==> src/rtl/wdog_pkg.sv <==
package wdog_pkg;
  localparam int DIV_W   = 18;
  localparam int BIT_WDEN  = 18;
  localparam int BIT_RSTEN = 21;
  localparam int BIT_CLKEN = 24;
  localparam int BIT_DIVEN = 25;
  localparam logic [1:0] REG_CTRL  = 2'd0;
  localparam logic [1:0] REG_SPARE = 2'd1;
  localparam logic [1:0] REG_TERM  = 2'd2;
  localparam logic [1:0] REG_KICK  = 2'd3;
  typedef struct packed {
    logic             div_en;
    logic             clk_en;
    logic             rst_en;
    logic             wd_en;
    logic [DIV_W-1:0] div;
  } ctrl_t;
endpackage

==> src/rtl/wdog_prescaler.sv <==
module wdog_prescaler #(
  parameter int DIV_W = 18
) (
  input  logic             clk,
  input  logic             rst,
  input  logic             run,
  input  logic             clear,
  input  logic [DIV_W-1:0] div,
  output logic             tick
);
  logic [DIV_W-1:0] cnt;
  logic [DIV_W-1:0] last;
  assign last = (div == '0) ? '0 : div - 1'b1;
  assign tick = run && (cnt >= last);

  always_ff @(posedge clk) begin
    if (rst || clear) cnt <= '0;
    else if (run) cnt <= (cnt >= last) ? '0 : cnt + 1'b1;
  end
endmodule

==> src/rtl/wdog_counter.sv <==
module wdog_counter #(
  parameter int TCNT_W = 16
) (
  input  logic              clk,
  input  logic              rst,
  input  logic              clear,
  input  logic              kick,
  input  logic              tick,
  input  logic              count_en,
  input  logic [TCNT_W-1:0] term,
  output logic [TCNT_W-1:0] count,
  output logic              expired
);
  assign expired = count_en && (count >= term);

  always_ff @(posedge clk) begin
    if (rst || clear || kick) count <= '0;
    else if (count_en && tick && count < term) count <= count + 1'b1;
  end
endmodule

==> src/rtl/wdog_top.sv <==
module wdog_top
  import wdog_pkg::*;
#(
  parameter int TCNT_W = 16
) (
  input  logic        clk,
  input  logic        rst,
  input  logic        wr_en,
  input  logic        rd_en,
  input  logic [3:0]  addr,
  input  logic [31:0] wr_data,
  output logic [31:0] rd_data,
  output logic        sys_rst_req
);
  localparam int SPARE_W = 32;

  ctrl_t              ctrl_q;
  logic [SPARE_W-1:0] spare_q;
  logic [TCNT_W-1:0]  term_q;
  logic [TCNT_W-1:0]  count;
  logic [1:0]         sel;
  logic               kick, tick, expired, pre_run, cnt_en, halt;

  assign sel     = addr[3:2];
  assign kick    = wr_en && sel == REG_KICK;
  assign pre_run = ctrl_q.div_en && ctrl_q.clk_en;
  assign cnt_en  = pre_run && ctrl_q.wd_en;
  assign halt    = !(ctrl_q.div_en && ctrl_q.wd_en);

  always_ff @(posedge clk) begin
    if (rst) begin
      ctrl_q  <= '0;
      spare_q <= '0;
      term_q  <= '0;
    end else if (wr_en) begin
      case (sel)
        REG_CTRL: begin
          ctrl_q.div_en <= wr_data[BIT_DIVEN];
          ctrl_q.clk_en <= wr_data[BIT_CLKEN];
          ctrl_q.rst_en <= wr_data[BIT_RSTEN];
          ctrl_q.wd_en  <= wr_data[BIT_WDEN];
          ctrl_q.div    <= wr_data[DIV_W-1:0];
        end
        REG_SPARE: spare_q <= wr_data;
        REG_TERM:  term_q  <= wr_data[TCNT_W-1:0];
        default: ;
      endcase
    end
  end

  wdog_prescaler #(.DIV_W(DIV_W)) u_pre (
    .clk(clk), .rst(rst), .run(pre_run), .clear(halt),
    .div(ctrl_q.div), .tick(tick)
  );

  wdog_counter #(.TCNT_W(TCNT_W)) u_cnt (
    .clk(clk), .rst(rst), .clear(halt), .kick(kick), .tick(tick),
    .count_en(cnt_en), .term(term_q), .count(count), .expired(expired)
  );

  always_ff @(posedge clk) begin
    if (rst || halt) sys_rst_req <= 1'b0;
    else if (expired && ctrl_q.rst_en) sys_rst_req <= 1'b1;
  end

  always_ff @(posedge clk) begin
    if (rst) rd_data <= '0;
    else if (rd_en) begin
      rd_data <= '0;
      case (sel)
        REG_CTRL: begin
          rd_data[BIT_DIVEN]   <= ctrl_q.div_en;
          rd_data[BIT_CLKEN]   <= ctrl_q.clk_en;
          rd_data[BIT_RSTEN]   <= ctrl_q.rst_en;
          rd_data[BIT_WDEN]    <= ctrl_q.wd_en;
          rd_data[DIV_W-1:0]   <= ctrl_q.div;
        end
        REG_SPARE: rd_data <= spare_q;
        REG_TERM:  rd_data[TCNT_W-1:0] <= term_q;
        default:   rd_data[TCNT_W-1:0] <= count;
      endcase
    end
  end
endmodule

==> config.mk <==
export PLATFORM = sky130hd
export DESIGN_NAME = wdog_top
export DESIGN_NICKNAME = d
export VERILOG_FILES = /design/src/rtl/wdog_pkg.sv /design/src/rtl/wdog_prescaler.sv /design/src/rtl/wdog_counter.sv /design/src/rtl/wdog_top.sv
export SDC_FILE = /design/constraint.sdc
export NUM_CORES = 1
export LEC_CHECK = 0
export ABC_AREA = 1
export BUFFER_PORTS_ARGS = -buffer_cell sky130_fd_sc_hd__buf_2
export CORE_MARGIN = 2
export CORE_UTILIZATION = 55
export CTS_CLUSTER_DIAMETER = 50
export DETAILED_ROUTE_END_ITERATION = 8
export GPL_ROUTABILITY_DRIVEN = 0
export PLACE_DENSITY = 0.83
export SLEW_MARGIN = 15
export SYNTH_ARGS = -nofsm -noshare
export SYNTH_HDL_FRONTEND = slang
export SYNTH_SLANG_ARGS = --single-unit
==> constraint.sdc <==
create_clock -name clk -period 8.42 [get_ports clk]
set_clock_uncertainty 0.2 [all_clocks]
set_input_delay 1.263 -clock clk [delete_from_list [all_inputs] [get_ports clk]]
set_output_delay 1.263 -clock clk [all_outputs]
set_load 0.05 [all_outputs]
# Word level (Yosys, flattened, before mapping)
# Cells that the tools add are included.
# totals
inputBits	40
regBits	137
out_inout_bits	33
elab_cells	46
# op_classes
addsub	3
mux	9
order_cmp	3
n_eq_ne	3
reduce_logical	17
# ops
operator	n
case mux 16 bit (3 select lines)	1
2-to-1 mux 18 bit	2
adder 18 x 1 -> 18 bit, second input constant	1
>= comparator 18 bit	1
zero test 18 bit	1
subtractor 18 x 1 -> 18 bit, second input constant	1
adder 16 x 1 -> 16 bit, second input constant	1
>= comparator 16 bit	1
less-than comparator 16 bit	1
logical AND 1 bit	9
2-to-1 mux 6 bit	1
case mux 3 bit (2 select lines)	1
AND reduction 2 bit	3
equality test 2 bit, second input constant	2
2-to-1 mux 2 bit	2
case mux 2 bit (2 select lines)	1
equality test 2 x 1 -> 1 bit, second input constant	1
zero test 2 bit	1
logical OR 1 bit	2
case mux 1 bit (2 select lines)	1
zero test 1 bit	1

# Longest topological paths before layout
# logic_depth
word_depth	6
depth_mapped	21
mapped_depth_nobuf	19

# Modules after synthesis
# From an unflattened synthesis, not the netlist that was laid out.
# unflattened
hier_cells	1108
hier_area_um2	7574.8
# modules_own_cells
module	n_inst	seq_area_each_um2	cells_each	area_per_inst_um2
wdog_top	1	2062.0	577	4167.7
wdog_prescaler	1	360.3	287	1875.5
wdog_counter	1	320.3	244	1531.5

# Worst setup path after synthesis
# Ideal clock, no wire load.
# synth_path
path_kind	reg-to-reg
from	register, netlist name ctrl_q[0]
to	register u_cnt.count[10]
path_stages_with_launch	19
required_time_ns	8.104
slack_ns	5.617
synth_period_minus_slack_ns	2.803
arrival_time_ns	2.487
setup_ns	0.116
path_buffers	1
path_cell_list	dfxtp_1 inv_1 ha_1 nand2_1 nor2_2 nand2_1 nor3_1 o21ai_0 ha_1 nand2_1 nor2_4 inv_2 a21oi_1 nor2_2 nand3_4 nand3_4 buf_6 nand2_1 a21oi_1
# synth_between
elab_chain_len	6
elab_cells_between_ends	7
classes_between	1 x add/sub; 1 x order compare; 1 x mux; 4 x reduce/logical
# synth_rtl
element	line	source
subtractor 18 x 1 -> 18 bit or zero test 18 bit (tied branches)	wdog_prescaler.sv:13	assign last = (div == '0) ? '0 : div - 1'b1;
2-to-1 mux 18 bit *	wdog_prescaler.sv:13	
>= comparator 18 bit *	wdog_prescaler.sv:14	assign tick = run && (cnt >= last);
logical AND 1 bit *	wdog_prescaler.sv:14	
logical AND 1 bit * (2 in series)	wdog_counter.sv:18	else if (count_en && tick && count < term) count <= count + 1'b1;
end signal: assignment	wdog_counter.sv:18	
end: declaration	wdog_counter.sv:11	output logic [TCNT_W-1:0] count,
# Mark *: on every way between the ends. The rest lies on a longest branch, timed or not.
# A chain may end at the register's enable or synchronous reset.

# Final worst setup path
# layout_path
from	register, netlist name ctrl_q[0]
to	register u_cnt.count[14]
# layout_between
elab_chain_len	6
elab_cells_between_ends	7
classes_between	1 x add/sub; 1 x order compare; 1 x mux; 4 x reduce/logical
# layout_rtl
element	line
subtractor 18 x 1 -> 18 bit or zero test 18 bit (tied branches)	wdog_prescaler.sv:13
2-to-1 mux 18 bit *	wdog_prescaler.sv:13
>= comparator 18 bit *	wdog_prescaler.sv:14
logical AND 1 bit *	wdog_prescaler.sv:14
logical AND 1 bit * (2 in series)	wdog_counter.sv:18
# Marked as above.

==> run summary <==
Initial Utilization: 0.564
Yosys cell types: 44
Worst Path Buf+Inv: 2
Total GRT Usage: 0.269
Status: complete, no violations
ANT nets after route: 0
Largest net degree at the start of global routing: 82
CP top delay family: simple AND/OR/NAND/NOR gates
Row count: 41
Die height: 118 um
Gr ovfl total: 0
CTS Buf Count: 17
Leakage: 3.24 nW
CP Class: reg -> reg
First-pass GRT wire length: 30600 um
Post-Route WL: 18200 um
Hold-fix buffers at CTS: 0
P&R area growth vs syn: 12.9%
CTS H-Tree Depth: 4
Pre-antenna DRT Iters: 5
Fillers: 1112
Final setup vio count: 0
Root Buffer: clkbuf_16
Slew headroom: 0.265
Ys flop type: dfxtp_1
Vias: 6784
Share of layout cells above drive strength 1: 0.139
Unrepaired setup endpoints after global routing: false
Clk sinks: 137
Clk_lat worst skew: 0.42 ns
FMAX: 291 MHz
Post-synth EDFFs: 0
Deepest clock path buffer count: 2
Initial antenna violation count: 0
Worst path most repeated cell: nand2_1
Setup_tns: 0 ns
Detailed Route Iter0 Violations: 697
Ys Warns: 0
Worst-path clk slew: 0.06 ns
Cells after DPL: 1169
CP required: 8.50 ns
FFs w/ async S/R, synth: 0
Pwr Total: 1.66 mW
Crit share post-route: 0.408
Fin. max-slew vios: 0
Port Buf Inserts: 70
Synthesized area: 7140 um2
Syn Area/Cell: 7.35 um2
Final net count: 1094
Post-CTS Setup Bufs: 0
Worst-Margin Slew: 1.10 ns
Non-Filler Instances: 1201
Path category of the worst min-delay check: reg -> reg
Die area: 13900 um2
WL per Instance: 15.2 um
Power per standard cell area: 206 nW/um2
Slowest CP cell: dfxtp_1
Max incr delay on CP: 0.36 ns
Post-Synthesis Cells: 972
#FFs+latches synth: 137
Final min period: 3.43 ns
Max-Cap Viols: 0
Crit-path max FO: 18
HPWL after DPL: 12400 um
CP Capture Type: flip-flop
CTS tree: done
Final hold violations: 0
Util after Layout: 0.636
Vias per cell: 5.65
Startpoint types: flip-flop
Post-Syn Nets: 1050
Post_cts resized: 0
Ant diodes: 0
Area of the core: 12700 um2
Sequential area share after synthesis: 0.384
Maximum vdd drop: 0.000218 V
Cells along the critical path: inv_1, ha_1, nand2_1, nor2_2, nand2_1, nor3_1, o21ai_0, ha_1, nand2_1, nor2_4, inv_2, a21oi_1, nor2_2, nand3_4, nand3_4, nand2_1, a21oi_1
CP arrival: 3.51 ns
DRC errors left: 0
Die width: 118 um
Io pins: 73
Vias in the first global route: 6468
[area by class of cell]
class                      count  area (um2)  share of cell area
clock buffer                  17         425              0.0528
clock inverter                15         160              0.0199
inverter                      95         357              0.0442
multi-input combinational    692        3790               0.470
sequential                   137        2740               0.340
tap                          172         215              0.0267
timing repair buffer          73         373              0.0462
[metrics by stage]
stage	cell area, um2	hold slack [ns]	worst slack [ns]
floorplan	7140	0.224	5.62
global placement	7480	0.236	4.99
detailed placement	7480	0.244	4.96
CTS	8060	0.254	5.03
global route	8060	0.270	4.70
finish	8060	0.254	4.99
[flip-flops by register name, summed over array words and instances (netlist names)]
signal       flops
sys_rst_req      1
term_q          16
u_pre.cnt       18
rd_data         32
ctrl_q          22
u_cnt.count     16
spare_q         32
[synthesized netlist by cell type (all sizes together) (9+ instances only)]
cell      n  area share
dfxtp   137        0.38
o21ai    96       0.067
nor2     94       0.054
nand4    23       0.020
a21oi   121       0.087
buf      15       0.017
xnor2     9       0.011
xor2     16       0.020
nand2   175       0.096
clkbuf   33       0.019
nor3     21       0.018
nand3    48       0.039
ha       38       0.067
inv      94       0.049
[worst reg2reg max path, stage by stage, from the launching register on]
cell and delay (ns):
dfxtp_1 0.36, inv_1 0.17, ha_1 0.26, nand2_1 0.12, nor2_2 0.24, nand2_1 0.13
nor3_1 0.19, o21ai_0 0.11, ha_1 0.29, nand2_1 0.08, nor2_4 0.12, inv_2 0.05
a21oi_1 0.16, nor2_2 0.08, nand3_4 0.24, nand3_4 0.28, nand2_1 0.16, a21oi_1 0.08
[per-layer routing]
layer  part of all wire  vias up  track usage
li1                   -     3377            -
met1               0.43     3116        0.336
met2               0.47      249        0.448
met3              0.070       42       0.0577
met4              0.027        0        0.117
met5                  0        -            0
[path summary, 6_finish.rpt]
kind / cells past startpoint / endpoint / from / slack (ns)
max: 17 / u_cnt.count[14] / ctrl_q[0] / 4.99
min: 2 / spare_q[17] / spare_q[17] / 0.25
max reg2reg: 17 / u_cnt.count[14] / ctrl_q[0] / 4.99
min reg2reg: 2 / spare_q[17] / spare_q[17] / 0.25
[logic make-up after synthesis]
kind of cell | Yosys count | synth area share
XOR/XNOR | 25 | 0.0307
flip-flops | 137 | 0.384
buffers and inverters | 143 | 0.0855
adder cells (fa/ha/maj) | 38 | 0.0666
AND/OR/NAND/NOR | 375 | 0.240
AO/OA/AOI/OAI | 254 | 0.193
[power by group]
part / switching (mW) / internal [mW]
sequential: 0.0152 / 0.672
clock: 0.321 / 0.418
combinational: 0.164 / 0.0711
[layout by cell type, fill, tap and decap left out, types with 9 or more instances in the layout]
master and instances:
nor2_1 83, clkbuf_16 17, dfxtp_1 137, nor3_1 17, nor2_2 10, inv_1 90
buf_2 70, ha_1 38, xor2_1 16, o21ai_0 94, xnor2_1 9, nand2_1 166
nand3_1 44, nand4_1 23, a21oi_1 119
No activity file was read; power rests on OpenSTA's default activity.
